===== src/rtl/irqfe_pkg.sv =====
package irqfe_pkg;
  localparam int WORD_BITS = 32;
  localparam int CTX_IW = 8;
  localparam int IDX_W = 16;

  typedef enum logic [2:0] {
    SEL_NONE, SEL_PRIO, SEL_PEND, SEL_EN, SEL_THR, SEL_CLAIM
  } regSel_e;

  // Decoded command from control to datapath
  typedef struct packed {
    logic                 acc;
    logic                 wr;
    regSel_e              sel;
    logic [CTX_IW-1:0]    ctx;
    logic [IDX_W-1:0]     idx;
    logic [WORD_BITS-1:0] wdata;
  } feCmd_t;

  // Words covering IDs 0..nSrc
  function automatic int wordsFor(int nSrc);
    return (nSrc + WORD_BITS) / WORD_BITS;
  endfunction
endpackage


===== src/rtl/irqfe_ctrl.sv =====
module irqfe_ctrl import irqfe_pkg::*; #(
  parameter int unsigned ADDR_W = 16,
  parameter int unsigned NUM_SRC = 40,
  parameter int unsigned NUM_CTX = 2,
  parameter int unsigned PRIO_BASE = 'h0004,
  parameter int unsigned PEND_BASE = 'h1000,
  parameter int unsigned EN_BASE = 'h2000,
  parameter int unsigned EN_STRIDE = 'h80,
  parameter int unsigned CTX_BASE = 'h4000,
  parameter int unsigned CTX_STRIDE = 'h1000
) (
  input  logic              clk,
  input  logic              rstN,
  input  logic              reqValid,
  input  logic              reqWrite,
  input  logic [ADDR_W-1:0] reqAddr,
  input  logic [31:0]       reqWdata,
  output logic              reqReady,
  output logic              rspValid,
  output feCmd_t            cmd
);
  localparam int unsigned EN_WORDS = wordsFor(NUM_SRC);
  localparam int unsigned EN_SH = $clog2(EN_STRIDE);
  localparam int unsigned CTX_SH = $clog2(CTX_STRIDE);
  localparam logic [31:0] PRIO_END = 32'(PRIO_BASE + NUM_SRC * 4);
  localparam logic [31:0] PEND_END = 32'(PEND_BASE + EN_WORDS * 4);
  localparam logic [31:0] EN_END = 32'(EN_BASE + NUM_CTX * EN_STRIDE);
  localparam logic [31:0] CTX_END = 32'(CTX_BASE + NUM_CTX * CTX_STRIDE);

  logic        rspValidQ;
  logic [31:0] addr;
  logic [31:0] off;
  logic [31:0] inner;

  assign reqReady = !rspValidQ;
  assign rspValid = rspValidQ;
  assign addr = 32'(reqAddr);

  always_comb begin
    cmd = '0;
    cmd.acc = reqValid && reqReady;
    cmd.wr = reqWrite;
    cmd.wdata = reqWdata;
    cmd.sel = SEL_NONE;
    off = '0;
    inner = '0;
    if (addr[1:0] == 2'b00) begin
      if (addr >= PRIO_BASE && addr < PRIO_END) begin
        off = addr - PRIO_BASE;
        cmd.sel = SEL_PRIO;
        cmd.idx = IDX_W'(off >> 2);
      end else if (addr >= PEND_BASE && addr < PEND_END) begin
        off = addr - PEND_BASE;
        cmd.sel = SEL_PEND;
        cmd.idx = IDX_W'(off >> 2);
      end else if (addr >= EN_BASE && addr < EN_END) begin
        off = addr - EN_BASE;
        inner = off & (EN_STRIDE - 1);
        cmd.ctx = CTX_IW'(off >> EN_SH);
        cmd.idx = IDX_W'(inner >> 2);
        if ((inner >> 2) < EN_WORDS) cmd.sel = SEL_EN;
      end else if (addr >= CTX_BASE && addr < CTX_END) begin
        off = addr - CTX_BASE;
        inner = off & (CTX_STRIDE - 1);
        cmd.ctx = CTX_IW'(off >> CTX_SH);
        if (inner == 32'd0) cmd.sel = SEL_THR;
        else if (inner == 32'd4) cmd.sel = SEL_CLAIM;
      end
    end
  end

  always_ff @(posedge clk) begin
    if (!rstN) rspValidQ <= 1'b0;
    else       rspValidQ <= cmd.acc;
  end
endmodule


===== src/rtl/irqfe_dp.sv =====
module irqfe_dp import irqfe_pkg::*; #(
  parameter int NUM_SRC = 40,
  parameter int NUM_CTX = 2,
  parameter int PRIO_W = 3,
  localparam int EN_WORDS = wordsFor(NUM_SRC),
  localparam int EN_BITS = EN_WORDS * WORD_BITS,
  localparam int ID_W = $clog2(NUM_SRC + 1),
  localparam int CTX_W = (NUM_CTX > 1) ? $clog2(NUM_CTX) : 1
) (
  input  logic                        clk,
  input  logic                        rstN,
  input  feCmd_t                      cmd,
  input  logic [NUM_SRC-1:0]          srcPending,
  input  logic [NUM_CTX*ID_W-1:0]     ctxClaimId,
  output logic [31:0]                 rspData,
  output logic [NUM_SRC*PRIO_W-1:0]   srcPrio,
  output logic [NUM_CTX*EN_BITS-1:0]  ctxEnable,
  output logic [NUM_CTX*PRIO_W-1:0]   ctxThreshold,
  output logic                        claimStb,
  output logic [CTX_W-1:0]            claimCtx,
  output logic [ID_W-1:0]             claimId,
  output logic                        doneStb,
  output logic [CTX_W-1:0]            doneCtx,
  output logic [ID_W-1:0]             doneId
);
  localparam int SRC_IW = (NUM_SRC > 1) ? $clog2(NUM_SRC) : 1;
  localparam int WIDX_W = (EN_WORDS > 1) ? $clog2(EN_WORDS) : 1;
  localparam logic [31:0] MAX_PRIO = 32'((1 << PRIO_W) - 1);
  localparam logic [31:0] LAST_ID = 32'(NUM_SRC);

  logic [PRIO_W-1:0]  prioQ [NUM_SRC];
  logic [EN_BITS-1:0] enQ   [NUM_CTX];
  logic [PRIO_W-1:0]  thrQ  [NUM_CTX];

  logic [EN_BITS-1:0] validMask;
  logic [EN_BITS-1:0] pendVec;
  logic [SRC_IW-1:0]  srcIdx;
  logic [WIDX_W-1:0]  wordIdx;
  logic [CTX_W-1:0]   ctxIdx;
  logic [ID_W-1:0]    claimPick;
  logic [31:0]        rdNext;
  logic               rdAcc;
  logic               wrAcc;
  logic               unusedBits;

  assign srcIdx = cmd.idx[SRC_IW-1:0];
  assign wordIdx = cmd.idx[WIDX_W-1:0];
  assign ctxIdx = cmd.ctx[CTX_W-1:0];
  assign unusedBits = ^{cmd.idx, cmd.ctx};
  assign rdAcc = cmd.acc && !cmd.wr;
  assign wrAcc = cmd.acc && cmd.wr;
  assign pendVec = EN_BITS'({srcPending, 1'b0});
  assign claimPick = ctxClaimId[ctxIdx*ID_W +: ID_W];

  for (genvar b = 0; b < EN_BITS; b++) begin : g_mask
    assign validMask[b] = (b >= 1) && (b <= NUM_SRC);
  end
  for (genvar s = 0; s < NUM_SRC; s++) begin : g_prioOut
    assign srcPrio[s*PRIO_W +: PRIO_W] = prioQ[s];
  end
  for (genvar c = 0; c < NUM_CTX; c++) begin : g_ctxOut
    assign ctxEnable[c*EN_BITS +: EN_BITS] = enQ[c];
    assign ctxThreshold[c*PRIO_W +: PRIO_W] = thrQ[c];
  end

  always_comb begin
    unique case (cmd.sel)
      SEL_PRIO:  rdNext = 32'(prioQ[srcIdx]);
      SEL_PEND:  rdNext = pendVec[wordIdx*WORD_BITS +: WORD_BITS];
      SEL_EN:    rdNext = enQ[ctxIdx][wordIdx*WORD_BITS +: WORD_BITS];
      SEL_THR:   rdNext = 32'(thrQ[ctxIdx]);
      SEL_CLAIM: rdNext = 32'(claimPick);
      default:   rdNext = '0;
    endcase
  end

  // Configuration storage
  always_ff @(posedge clk) begin
    if (!rstN) begin
      for (int s = 0; s < NUM_SRC; s++) prioQ[s] <= '0;
      for (int c = 0; c < NUM_CTX; c++) begin
        enQ[c] <= '0;
        thrQ[c] <= '0;
      end
    end else if (wrAcc) begin
      case (cmd.sel)
        SEL_PRIO: prioQ[srcIdx] <= cmd.wdata[PRIO_W-1:0];
        SEL_EN: enQ[ctxIdx][wordIdx*WORD_BITS +: WORD_BITS] <=
                  cmd.wdata & validMask[wordIdx*WORD_BITS +: WORD_BITS];
        SEL_THR: if (cmd.wdata <= MAX_PRIO) thrQ[ctxIdx] <= cmd.wdata[PRIO_W-1:0];
        default: ;
      endcase
    end
  end

  // Response data and strobes, one cycle after acceptance
  always_ff @(posedge clk) begin
    if (!rstN) begin
      rspData <= '0;
      claimStb <= 1'b0;
      claimCtx <= '0;
      claimId <= '0;
      doneStb <= 1'b0;
      doneCtx <= '0;
      doneId <= '0;
    end else begin
      rspData <= rdAcc ? rdNext : '0;
      claimStb <= 1'b0;
      claimCtx <= '0;
      claimId <= '0;
      doneStb <= 1'b0;
      doneCtx <= '0;
      doneId <= '0;
      if (rdAcc && cmd.sel == SEL_CLAIM) begin
        claimStb <= 1'b1;
        claimCtx <= ctxIdx;
        claimId <= claimPick;
      end
      if (wrAcc && cmd.sel == SEL_CLAIM && cmd.wdata != '0 && cmd.wdata <= LAST_ID) begin
        doneStb <= 1'b1;
        doneCtx <= ctxIdx;
        doneId <= cmd.wdata[ID_W-1:0];
      end
    end
  end
endmodule


===== src/rtl/irq_reg_frontend.sv =====
module irq_reg_frontend import irqfe_pkg::*; #(
  parameter int ADDR_W = 16,
  parameter int NUM_SRC = 40,
  parameter int NUM_CTX = 2,
  parameter int PRIO_W = 3,
  parameter int PRIO_BASE = 'h0004,
  parameter int PEND_BASE = 'h1000,
  parameter int EN_BASE = 'h2000,
  parameter int EN_STRIDE = 'h80,
  parameter int CTX_BASE = 'h4000,
  parameter int CTX_STRIDE = 'h1000,
  localparam int EN_BITS = wordsFor(NUM_SRC) * WORD_BITS,
  localparam int ID_W = $clog2(NUM_SRC + 1),
  localparam int CTX_W = (NUM_CTX > 1) ? $clog2(NUM_CTX) : 1
) (
  input  logic                        clk,
  input  logic                        rstN,
  input  logic                        reqValid,
  output logic                        reqReady,
  input  logic                        reqWrite,
  input  logic [ADDR_W-1:0]           reqAddr,
  input  logic [31:0]                 reqWdata,
  output logic                        rspValid,
  output logic [31:0]                 rspData,
  input  logic [NUM_SRC-1:0]          srcPending,
  input  logic [NUM_CTX*ID_W-1:0]     ctxClaimId,
  output logic [NUM_SRC*PRIO_W-1:0]   srcPrio,
  output logic [NUM_CTX*EN_BITS-1:0]  ctxEnable,
  output logic [NUM_CTX*PRIO_W-1:0]   ctxThreshold,
  output logic                        claimStb,
  output logic [CTX_W-1:0]            claimCtx,
  output logic [ID_W-1:0]             claimId,
  output logic                        doneStb,
  output logic [CTX_W-1:0]            doneCtx,
  output logic [ID_W-1:0]             doneId
);
  feCmd_t cmd;

  irqfe_ctrl #(
    .ADDR_W(ADDR_W), .NUM_SRC(NUM_SRC), .NUM_CTX(NUM_CTX),
    .PRIO_BASE(PRIO_BASE), .PEND_BASE(PEND_BASE), .EN_BASE(EN_BASE),
    .EN_STRIDE(EN_STRIDE), .CTX_BASE(CTX_BASE), .CTX_STRIDE(CTX_STRIDE)
  ) u_ctrl (
    .clk(clk), .rstN(rstN), .reqValid(reqValid), .reqWrite(reqWrite),
    .reqAddr(reqAddr), .reqWdata(reqWdata), .reqReady(reqReady),
    .rspValid(rspValid), .cmd(cmd)
  );

  irqfe_dp #(
    .NUM_SRC(NUM_SRC), .NUM_CTX(NUM_CTX), .PRIO_W(PRIO_W)
  ) u_dp (
    .clk(clk), .rstN(rstN), .cmd(cmd), .srcPending(srcPending),
    .ctxClaimId(ctxClaimId), .rspData(rspData), .srcPrio(srcPrio),
    .ctxEnable(ctxEnable), .ctxThreshold(ctxThreshold),
    .claimStb(claimStb), .claimCtx(claimCtx), .claimId(claimId),
    .doneStb(doneStb), .doneCtx(doneCtx), .doneId(doneId)
  );
endmodule


===== config.mk =====
export PLATFORM = sky130hd
export DESIGN_NAME = irq_reg_frontend
export DESIGN_NICKNAME = d
export VERILOG_FILES = /design/src/rtl/irqfe_pkg.sv /design/src/rtl/irqfe_ctrl.sv /design/src/rtl/irqfe_dp.sv /design/src/rtl/irq_reg_frontend.sv
export SDC_FILE = /design/constraint.sdc
export NUM_CORES = 1
export LEC_CHECK = 0
export BUFFER_PORTS_ARGS = -buffer_cell sky130_fd_sc_hd__buf_2
export CAP_MARGIN = 20
export CORE_ASPECT_RATIO = 0.9
export CORE_MARGIN = 2
export CORE_UTILIZATION = 49
export DETAILED_ROUTE_END_ITERATION = 8
export PLACE_DENSITY = 0.8
export SLEW_MARGIN = 20
export SYNTH_ARGS = -nofsm -noshare
export SYNTH_HDL_FRONTEND = slang
export SYNTH_SLANG_ARGS = --single-unit
export TNS_END_PERCENT = 50

===== constraint.sdc =====
create_clock -name clk -period 4.2 [get_ports clk]
set_clock_uncertainty 0.2 [all_clocks]
set_input_delay 0.42 -clock clk [delete_from_list [all_inputs] [get_ports clk]]
set_output_delay 0.42 -clock clk [all_outputs]
set_load 0.01 [all_outputs]

# After elaboration in Yosys (flattened, before gate mapping)
# Memory sizes are Yosys's and may differ from the RTL's.
# Index checks and enable logic that the tools add are counted.
# classes
n_bitwise	1
n_shift	6
n_addsub	5
n_lt_le_gt_ge	11
mul	1
mux	39
n_reduce_logical	22
eq_ne	6
# op_table
operator	count
two-way mux 64 bit	3
one-hot mux 32 bit (5 select lines)	1
indexed part select 64 x 7 -> 32 bit	2
OR reduction 64 bit	1
variable shift 32 x 34 -> 64 bit (first input constant)	1
indexed part select 32 x 34 -> 64 bit	1
indexed part select 64 x 7 -> 32 bit (first input constant)	1
negation 6 -> 34 bit	1
bitwise AND 32 bit	1
<= comparator 32 x 3 -> 1 bit (second input constant)	1
<= comparator 32 x 6 -> 1 bit (second input constant)	1
zero test 32 bit	1
two-way mux 16 bit	2
nonzero test 32 bit	1
two-way mux 27 bit	1
two-way mux 11 bit	2
two-way mux 1 bit	19
two-way mux 3 bit	6
subtractor 16 x 13 -> 17 bit (second input constant)	1
subtractor 16 x 15 -> 17 bit (second input constant)	1
subtractor 16 x 3 -> 17 bit (second input constant)	1
greater-or-equal comparator 16 x 13 -> 1 bit (second input constant)	1
greater-or-equal comparator 16 x 14 -> 1 bit (second input constant)	1
greater-or-equal comparator 16 x 15 -> 1 bit (second input constant)	1
22 further kinds	39
# word_totals
inputBits	104
output_inout_bits	304
ff_bits	49
elab_cells	102
mem_bits_rw	254
mem_count	3
# memory_table
name	words	word_bits	rd	rd_ports_with_merged_regs	write_ports	line_no	source
u_dp.enQ	2	64	3	0	2	irqfe_dp.sv:32	logic [EN_BITS-1:0] enQ [NUM_CTX];
u_dp.prioQ	40	3	41	0	40	irqfe_dp.sv:31	logic [PRIO_W-1:0] prioQ [NUM_SRC];
u_dp.thrQ	2	3	3	0	2	irqfe_dp.sv:33	logic [PRIO_W-1:0] thrQ [NUM_CTX];

# Logic depth before layout (Yosys ltp)
# logic_depth
depth_word	16
depth_mapped	16
depth_no_buf	11

# Cells and area by module
# From an unflattened synthesis, not the netlist that was laid out.
# unflattened
hier_cells	1449
hier_area_um2	17560.6
# modules_own_cells
mod	seq_area_each_um2	cells_each	instances	area_each_um2
irqfe_dp	10750.3	1238	1	16124.2
irqfe_ctrl	20.0	211	1	1436.4

# Worst setup path before layout
# Ideal clock, no wire load.
# synth_path
path_kind	input-to-reg
from	in reqAddr[2]
to	mem u_dp.enQ[0][32] (netlist name) (enable)
slack_ps	-332
stages	11
t_required_ps	3606
n_path_buf	2
setup_ps	394
arrival_time_ps	3938
cell_sequence	clkbuf_1 inv_1 ha_1 nand2b_1 clkbuf_1 a311oi_2 nand3_1 a31oi_1 nand4_1 nor4_1 nand2b_1
# synth_rtl
item	line_no	source
start, declared	irq_reg_frontend.sv:21	input logic [ADDR_W-1:0] reqAddr,
end, declared	irqfe_dp.sv:32	

==> summary.md <==
| Metric | Value |
|---|---|
| Worst setup EP type | `flip-flop` |
| Portion of netlist area occupied by mux cells | `2.73%` |
| Share of synthesized cell area in full adder, half adder and majority cells | `less than 1%` |
| Cell family contributing the most delay on the critical path | `simple AND/OR/NAND/NOR gates` |
| Total leakage power | `8.89 nW` |
| Final Instance Area | `21,700 um^2` |
| Main combinational cell family by area after synthesis | `simple AND/OR/NAND/NOR gates` |
| Via count of the first global-routing pass | `14,300` |
| Proportion of netlist area held by the largest area contributor | `58.4%` |
| Cell-by-cell trace of the critical path | `dlygate4sd3_1 > buf_2 > nand2_1 > dlygate4sd3_1 > nor2_1 > nand2_1 > nor3_1 > nand2_1 > buf_4 > o21ai_0` |
| Critical path fanouts, max | `8` |
| Sum of negative setup slack | `0 ns` |
| Most used flip-flop cell after synthesis | `edfxtp_1` |
| Period Utilization, post-route | `91.2%` |
| Asr flop ratio synth | `0%` |
| Slew at the pin closest to its max-slew limit | `1.02 ns` |
| Area after DPL | `between 20,000 and 25,000 um^2` |
| CP Data Arrival Time | `3.82 ns` |
| Final Hold Vio Count | `0` |
| Clock Root Buffer | `clkbuf_16` |
| Number of flops mapped to enable cells by yosys | `326` |
| First-pass GRT wire length | `93,800 um` |
| Critical Path Slowest Stage Cell | `nor3_1` |
| Maximum number of pins on one net before global-route repair | `50` |
| Top cell by count, worst path | `nand2_1` |
| CTS tree | `yes` |
| H-tree depth reported by CTS | `2` |
| Number of distinct library cells after synthesis | `between 70 and 80` |
| Cells resized by post-CTS repair | `0` |
| Compound-cell area share of the yosys netlist | `around 8.5%` |
| Warning count from the yosys run | `0` |
| I/O Pins | `408` |
| # nets final | `2,180` |
| Cells after synthesis | `1,518` |
| Final total power | `0.00837 W` |
| Run status | `complete, no violations` |
| Kind of launch point of the worst setup path | `input port` |
| Synthesis-to-finish area growth | `29.7%` |
| Post-CTS clock slew at the launch and capture registers of the worst setup and hold paths | `around 0.060 ns` |
| Start-to-end type of the worst setup path | `in2reg` |
| Power density over cell area | `roughly 390 nW/um^2` |
| Cell area after technology mapping | `16,800 um^2` |
| Avg Synthesized Cell Area | `around 11 um^2` |
| Violation count after the first detailed-routing iteration | `2,170` |
| Fraction of layout instances using a drive strength above 1 | `between 20% and 30%` |
| Worst hold slack | `0.00109 ns` |
| Post-cts hold buffer count | `39` |
| Data required time at the worst endpoint | `4.20 ns` |
| Relative slew slack | `a little under a third` |
| Number of sinks driven by the clock tree | `between 300 and 400` |
| Stage delay of the slowest cell on the critical path | `~0.62 ns` |
| Cells taking the most area after synthesis | `edfxtp_1 (58%), nand2_1 (6.0%), dfxtp_1 (5.9%)` |
| Flip-flop and latch count after synthesis | `375` |
| Number of iterations in the first detailed-routing pass | `8` |
| XOR/XNOR share of the synthesized area | `less than 1%` |
| Total number of placement rows | `64` |
| Via-to-Cell Ratio | `5.97` |
| Shortest clock period the worst path allows after layout | `3.83 ns` |
| Sequential area share after synthesis | `between 60% and 70%` |
| Type of the most critical hold path | `in2reg` |
| DP HPWL | `48,000 um` |
| Clock latency on the worst-skew pair | `0.56 ns` |
| Number of max-slew violations in the final report | `0` |
| Max-capacitance violation count | `0` |
| Cell taking the most area after synthesis | `edfxtp_1` |
| DRC viols | `0` |
| Maximum vdd drop | `0.287 mV` |
| Fmax | `261 MHz` |
| Starting density of the core | `49.5%` |
| Count of buffers added by post-CTS timing repair for setup | `0` |
| Core region area | `33,900 um^2` |
| Maximum buffer depth of the clock tree | `3` |
| GR Util All Layers | `36.0%` |
| Overflow left after global routing | `0` |
| Setup repair after global routing missed its margin | `false` |
| Die Y | `179 um` |
| GPL Wtd Cong | `1.00` |
| Overall routed net length | `65,500 um` |
| Most instantiated library cell after synthesis | `edfxtp_1` |
| Leading post-synthesis cells by instance count | `edfxtp_1 (326), nand2_1 (268), nor2_1 (174)` |
| Detailed-route wire length per cell | `25.5 um` |
| DRT antenna net count | `0` |
| Count of vias placed by the detailed router | `15,300` |
| WP buf/inv | `4` |
| Share of synthesized cell area in and, or, nand and nor gates | `21.3%` |
| Initial antenna violation count | `3` |
| Number of setup violations in the final report | `0` |
| Die boundary width | `~200 um` |
| Die footprint | `35,700 um^2` |
| Port-buffer cells | `407` |
| Inserted Clock Buffers | `40` |
-- metal layers --
layer	share of wire (%)	global-route usage (%)
met3	13	8.80
met5	0.034	0
met2	44	52.6
met4	4.2	14.0
met1	39	51.9
-- path summary, 6_finish.rpt --
kind	cells past startpoint	start	endpoint	slack [ns]
setup / recovery	10	reqValid	u_dp.prioQ[12][1]	0.37
setup reg to reg	6	u_ctrl.rspValid	u_dp.prioQ[12][1]	1.16
hold reg to reg	1	u_ctrl.rspValid	u_ctrl.rspValid	0.28
hold / removal	2	reqWdata[18]	u_dp.enQ[1][18]	0.001
-- placed cells by master, fill, tap and decap left out, types with 9 or more instances in the layout --
master / count
edfxtp_1: 326
clkbuf_16: 40
a31oi_1: 13
a221oi_1: 11
nor4_1: 17
nor2_1: 173
o21ai_0: 57
buf_4: 77
dfxtp_1: 49
o221ai_1: 9
mux2i_1: 31
nand4_1: 11
conb_1: 84
clkinv_2: 10
dlygate4sd3_1: 39
and2_1: 86
buf_2: 407
mux2_2: 13
o22ai_1: 13
nand2_1: 268
nand3_1: 139
nor3_1: 23
inv_1: 10
a21oi_1: 42
-- registers in the layout (all words and copies together) (netlist names) --
register         cells
u_dp.prioQ         192
u_dp.claimCtx        1
u_dp.claimId         6
u_dp.doneStb         1
u_dp.thrQ            6
u_dp.claimStb        1
u_dp.doneId          6
u_dp.doneCtx         1
u_ctrl.rspValid      1
u_dp.enQ           128
u_dp.rspData        32
-- area by class of cell --
class / count / area [um^2]
Fill cell: 2692 / 12100
Antenna cell: 2 / 5.00
Sequential cell: 375 / 10800
Multi-Input combinational cell: 1116 / 5920
Inverter: 10 / 37.5
Clock inverter: 25 / 229
Tap cell: 462 / 578
Clock buffer: 49 / 1040
Timing Repair Buffer: 530 / 3150
-- stage by stage --
| step | std cells | utilization, % | setup slack, ns |
|---|---|---|---|
| 4_1_cts | 2567 | 64.1 | 0.514 |
| 3_3_place_gp | 2454 | 59.2 | 0.0843 |
| 2_1_floorplan | 1601 | - | -0.148 |
| 6_report | 2569 | 64.2 | 0.371 |
| 5_1_grt | 2568 | 64.2 | 0.314 |
| 3_5_place_dp | 2454 | 59.2 | 0.0506 |
-- power by group --
part / internal (W) / switching (W)
Combinational: 0.000216 / 0.000369
Clock: 0.00198 / 0.00151
Sequential: 0.00420 / 0.000102
-- cells by family (layout without fill, tap and decap cells) --
family                     Yosys count  count (layout)
AOI/OAI and AO/OA                  210             210
other                                1              86
xor gates and xnor gates             4               4
and+or+nand+nor                    771             771
muxes                               44              44
DFF                                375             375
buffers and inverters              110             614
adders and majority gates            3               3
No activity file was read; power rests on OpenSTA's default activity.
